## src/rtl/gpio_pkg.sv

```systemverilog
package gpio_pkg;
  typedef enum logic [1:0] {
    SEL_DIR = 2'd0,
    SEL_OUT = 2'd1,
    SEL_PIN = 2'd2,
    SEL_RSV = 2'd3
  } gpio_sel_e;
endpackage

```

## src/rtl/gpio_rst_sync.sv

```systemverilog
module gpio_rst_sync #(
  parameter int unsigned STAGES = 2
) (
  input  logic clk_i,
  input  logic rst_ni,
  output logic rst_no
);
  logic [STAGES-1:0] chain_q;

  always_ff @(posedge clk_i or negedge rst_ni) begin
    if (!rst_ni) chain_q <= '0;
    else         chain_q <= {chain_q[STAGES-2:0], 1'b1};
  end

  assign rst_no = chain_q[STAGES-1];
endmodule

```

## src/rtl/gpio_in_sync.sv

```systemverilog
module gpio_in_sync #(
  parameter int unsigned WIDTH  = 8,
  parameter int unsigned STAGES = 2
) (
  input  logic             clk_i,
  input  logic [WIDTH-1:0] d_i,
  output logic [WIDTH-1:0] q_o
);
  logic [WIDTH-1:0] stage_q [STAGES];

  // data path only: no reset, values settle after STAGES edges
  always_ff @(posedge clk_i) stage_q[0] <= d_i;

  for (genvar s = 1; s < STAGES; s++) begin : g_stage
    always_ff @(posedge clk_i) stage_q[s] <= stage_q[s-1];
  end

  assign q_o = stage_q[STAGES-1];
endmodule

```

## src/rtl/gpio_port_regs.sv

```systemverilog
module gpio_port_regs
  import gpio_pkg::*;
#(
  parameter int unsigned WIDTH = 8
) (
  input  logic             clk_i,
  input  logic             rst_ni,
  input  logic             wr_en_i,
  input  gpio_sel_e        sel_i,
  input  logic [WIDTH-1:0] wr_data_i,
  output logic [WIDTH-1:0] dir_o,
  output logic [WIDTH-1:0] out_o
);
  logic [WIDTH-1:0] dir_q, out_q;

  always_ff @(posedge clk_i or negedge rst_ni) begin
    if (!rst_ni) begin
      dir_q <= '0;
      out_q <= '0;
    end else if (wr_en_i) begin
      if (sel_i == SEL_DIR) dir_q <= wr_data_i;
      if (sel_i == SEL_OUT) out_q <= wr_data_i;
    end
  end

  assign dir_o = dir_q;
  assign out_o = out_q;
endmodule

```

## src/rtl/gpio_port_ctrl.sv

```systemverilog
module gpio_port_ctrl
  import gpio_pkg::*;
#(
  parameter int unsigned WIDTH         = 8,
  parameter int unsigned SYNC_STAGES   = 2,
  parameter int unsigned RST_STAGES    = 2,
  parameter logic [7:0]  DBG_PULL_MASK = 8'h2C
) (
  input  logic             clk_i,
  input  logic             rst_ni,
  input  logic             wr_en_i,
  input  logic [1:0]       reg_sel_i,
  input  logic [WIDTH-1:0] wr_data_i,
  output logic [WIDTH-1:0] rd_data_o,
  input  logic             dbg_en_i,
  input  logic [WIDTH-1:0] pin_i,
  output logic [WIDTH-1:0] pin_oe_o,
  output logic [WIDTH-1:0] pin_out_o,
  output logic [WIDTH-1:0] pull_en_o
);
  localparam logic [WIDTH-1:0] DbgMask = WIDTH'(DBG_PULL_MASK);

  logic             rst_sync_n;
  logic [WIDTH-1:0] dir_q, out_q, pin_sync;
  gpio_sel_e        sel;

  assign sel = gpio_sel_e'(reg_sel_i);

  gpio_rst_sync #(.STAGES(RST_STAGES)) u_rst (
    .clk_i (clk_i),
    .rst_ni(rst_ni),
    .rst_no(rst_sync_n)
  );

  gpio_in_sync #(.WIDTH(WIDTH), .STAGES(SYNC_STAGES)) u_in (
    .clk_i(clk_i),
    .d_i  (pin_i),
    .q_o  (pin_sync)
  );

  gpio_port_regs #(.WIDTH(WIDTH)) u_regs (
    .clk_i    (clk_i),
    .rst_ni   (rst_sync_n),
    .wr_en_i  (wr_en_i),
    .sel_i    (sel),
    .wr_data_i(wr_data_i),
    .dir_o    (dir_q),
    .out_o    (out_q)
  );

  // registers clear asynchronously through the reset chain, so no clock is needed
  assign pin_oe_o  = dir_q;
  assign pin_out_o = out_q;
  assign pull_en_o = (~dir_q & out_q) | (dbg_en_i ? DbgMask : '0);

  always_comb begin
    unique case (sel)
      SEL_DIR: rd_data_o = dir_q;
      SEL_OUT: rd_data_o = out_q;
      SEL_PIN: rd_data_o = pin_sync;
      default: rd_data_o = '0;
    endcase
  end
endmodule

```

## config.mk

```make
export PLATFORM = sky130hd
export DESIGN_NAME = gpio_port_ctrl
export DESIGN_NICKNAME = d
export VERILOG_FILES = /design/src/rtl/gpio_pkg.sv /design/src/rtl/gpio_rst_sync.sv /design/src/rtl/gpio_in_sync.sv /design/src/rtl/gpio_port_regs.sv /design/src/rtl/gpio_port_ctrl.sv
export SDC_FILE = /design/constraint.sdc
export NUM_CORES = 1
export LEC_CHECK = 0
export BUFFER_PORTS_ARGS = -buffer_cell sky130_fd_sc_hd__buf_2
export CAP_MARGIN = 10
export CORE_MARGIN = 5
export CORE_UTILIZATION = 40
export DETAILED_ROUTE_END_ITERATION = 12
export PLACE_DENSITY = 0.74
export SLEW_MARGIN = 15
export SYNTH_ARGS = -nofsm -noshare
export SYNTH_HDL_FRONTEND = slang
export SYNTH_HIERARCHICAL = 1
export SYNTH_SLANG_ARGS = --single-unit
```

## constraint.sdc

```tcl
create_clock -name clk_i -period 1.05 [get_ports clk_i]
set_input_delay 0.21 -clock clk_i [delete_from_list [all_inputs] [get_ports clk_i]]
set_output_delay 0.21 -clock clk_i [all_outputs]
set_load 0.1 [all_outputs]
```

==> run_results.csv <==
group,metric,value,unit
outcome,status,"finished with violations",
outcome,violations,"negative setup slack",
global_route,grt_max_degree,17,
setup_path,required,0.84,ns
pwr,internal_power,3410,uW
clock_tree,cts_root_buffer,"clkbuf_4",
setup_path,start_kind,"register",
placement,gp_congestion,0.780,
synthesis,synth-compound-area-share,7.08,%
route,num_vias,1021,
synthesis,ys_types,14,
die,chipHeight,67.2,um
layout,fin_nets,194,
placement,preCtsSetupSlack,-0.253,ns
synthesis,ys_ff_latch,34,
timing,min_period,1.52,ns
pwr,p_leak,0.00116,uW
clock_tree,insertion_delay,0.34,ns
pwr,pwr-share-comb,55.5,%
clock_tree,clock_tree.buffer_depth,2,
route,ant_nets,0,
clock_tree,cts_tree,"yes",
layout,final_common_cell,"buf_12",
placement,dp_hpwl,2790,um
layout,mostFrequentLayoutCells,"buf_12 (34), buf_2 (21), dfxtp_1 (16), mux2_2 (16), dfrtp_4 (16)",
global_route,antenna_found_initial,0,
route,initialDrtViolationCount,45,
placement,dpl_cell_area,2560,um2
pwr,clockPowerShare,15.2,%
setup_path,path_cells,"mux2i_4, o2bb2ai_4, buf_12",
timing,final.period_utilization,145,%
route,drc_errors,0,
setup_path,crit_path_max_incr_delay,0.53,ns
run,maxCapViolations,0,
setup_path,worstSetupEndpointType,"primary output",
layout,design_area,2780,um2
pwr,netSwitchingPower,2780,uW
synthesis,synthXorXnorAreaFrac,0,%
layout,fillers,134,
pwr,switching_share,44.9,%
timing,maxSlewViolCount,0,
layout,post-route-util,89.6,%
synthesis,syn_nets,114,
synthesis,synth_warnings,6,
synthesis,avgSynthCellArea,14.2,um2
route,dr.pass1.iters,3,
die,dieArea,4510,um2
setup_path,worst_path_max_delay_cell,"dfrtp_4",
placement,dp.cells,198,
layout,syn_to_final_growth,113,%
clock_tree,clkTransAtPathRegs,0.11,ns
synthesis,synthMuxAreaShare,19.9,%
timing,fmax,657,MHz
timing,rsz0062_at_grt,"true",
route,routed_wl,4100,um
timing,skew,0.0124,ns
synthesis,seq_area_frac_synth,58.9,%
setup_path,worstPathMaxFanout,3,
global_route,grt_overflow,0,
clock_tree,htree_levels,2,
layout,drive_gt1_share,83.8,%
clock_tree,numCtsBuffers,5,
synthesis,synthAdderAreaFrac,0,%
die,core,3100,um2
min_path,hold_path.class,"in2reg",
global_route,grtUsageTotal,19.5,%
setup_path,cp.arrival,1.31,ns
synthesis,netlist_top_cells_area,"dfrtp_1 (34%), dfxtp_1 (24%), mux2_2 (14%)",
global_route,grt_pass1_vias,1158,
synthesis,synth_top_family_by_area,"multiplexers",
setup_path,path_class,"reg2out",
synthesis,synth_top_cell_by_area,"dfrtp_1",
route,wl_per_cell,18.9,um
die,ios,54,
pwr,p_per_area,2230,nW/um2
timing,setup_viol,33,
timing,fin_ws,-0.471,ns
route,viasPerCell,4.71,
pwr,vdd_drop_max,1.48,mV
synthesis,yosys.area.top_type_share,34.4,%
die,die_w,67.2,um
layout,fin_cells,217,
placement,io_buffers,53,
die,start_util,42.1,%
synthesis,synth-simple-area-share,5.74,%
pwr,p_seq_share,29.3,%
synthesis,netlist_instances,92,
clock_tree,cts_num_sinks,34,
synthesis,mappedNetlistArea,1310,um2
layout,antenna_cells,0,
timing,hold_viol_final,0,
global_route,grt_pass1_wl,6210,um
die,rows,20,
pwr,power,6190,uW
## routing by layer
metal | part of all wire, % | GRT usage (%)
met3 | 5.4 | 5.16
met5 | 0 | 0
met1 | 37 | 21.3
met4 | 1.6 | 5.32
met2 | 56 | 36.8
## logic make-up (layout without fill, tap and decap cells)
group / after synthesis / count (layout)
DFF: 34 / 34
muxes: 24 / 24
buffers and inverters: 14 / 95
AOI/OAI and AO/OA: 11 / 11
and+or+nand+nor: 8 / 8
other: 1 / 1
## Yosys cell counts, drive strengths merged
| cell type | number |
|---|---|
| dfrtp | 18 |
| dfxtp | 16 |
| mux2 | 16 |
| buf | 11 |
| mux2i | 8 |
| o2bb2ai | 8 |
| nor2b | 6 |
| a21o | 3 |
| inv | 3 |
| conb | 1 |
| nand3b | 1 |
| nor3b | 1 |
## what timing repair did
action	CTS	global route
hold endpoints to repair	10	0
hold buffers	9	0
setup endpoints to repair	32	32
resized for setup	8	2
buffers inserted	1	1
## state kept, by name, indices dropped and copies added, names as in the netlist
register / count
u_regs/out_o: 8
u_rst/chain_q: 2
u_in/stage_q: 16
u_regs/dir_o: 8
## power by group through the flow
stage	clock (uW)	sequential, uW	combinational [uW]
floorplan	0	2640	1230
global placement	0	1800	3290
detailed placement	0	1820	3340
CTS	946	1800	3420
global route	1010	1840	3520
finish	942	1810	3440
## final timing paths
path | start | to | slack, ns | depth (start not counted)
worst max-delay path | u_regs/dir_o[0] | rd_data_o[0] | -0.47 | 3
worst min-delay path | wr_data_i[6] | u_regs/dir_o[6] | 0.12 | 2
worst max register to register | u_regs/dir_o[0] | u_regs/dir_o[0] | -0.08 | 3
worst min register to register | u_rst/chain_q[1] | u_regs/dir_o[0] | 0.19 | 1
max in group asynchronous | u_rst/chain_q[1] | u_regs/dir_o[2] | 0.64 | 1
min in group asynchronous | rst_ni | u_rst/chain_q[1] | 0.18 | 2
## critical path, delay by kind of cell (launching register included)
family                 cells  cell delay, ns
AO/OA/AOI/OAI              1            0.08
buffers and inverters      1            0.16
flip-flops                 1            0.53
multiplexers               1            0.19
## through the flow
| stage | setup TNS [ns] | hold WS, ns |
|---|---|---|
| after floorplan | -5.73 | -0.0856 |
| after global placement | -4.48 | -0.00421 |
| after detailed placement | -5.05 | -0.00345 |
| after CTS | -11.39 | 0.104 |
| after global routing | -12.54 | 0.104 |
| final | -11.25 | 0.116 |
## layout make-up
type | instances | area [um2] | area share, %
timing repair buffer | 84 | 1060 | 38.3
sequential | 34 | 831 | 29.9
multi-input combinational | 44 | 742 | 26.7
tap | 44 | 55.1 | 1.98
clock inverter | 3 | 40.0 | 1.44
clock buffer | 5 | 37.5 | 1.35
inverter | 3 | 11.3 | 0.405
Note: power is estimated with default switching activity, not from simulation.
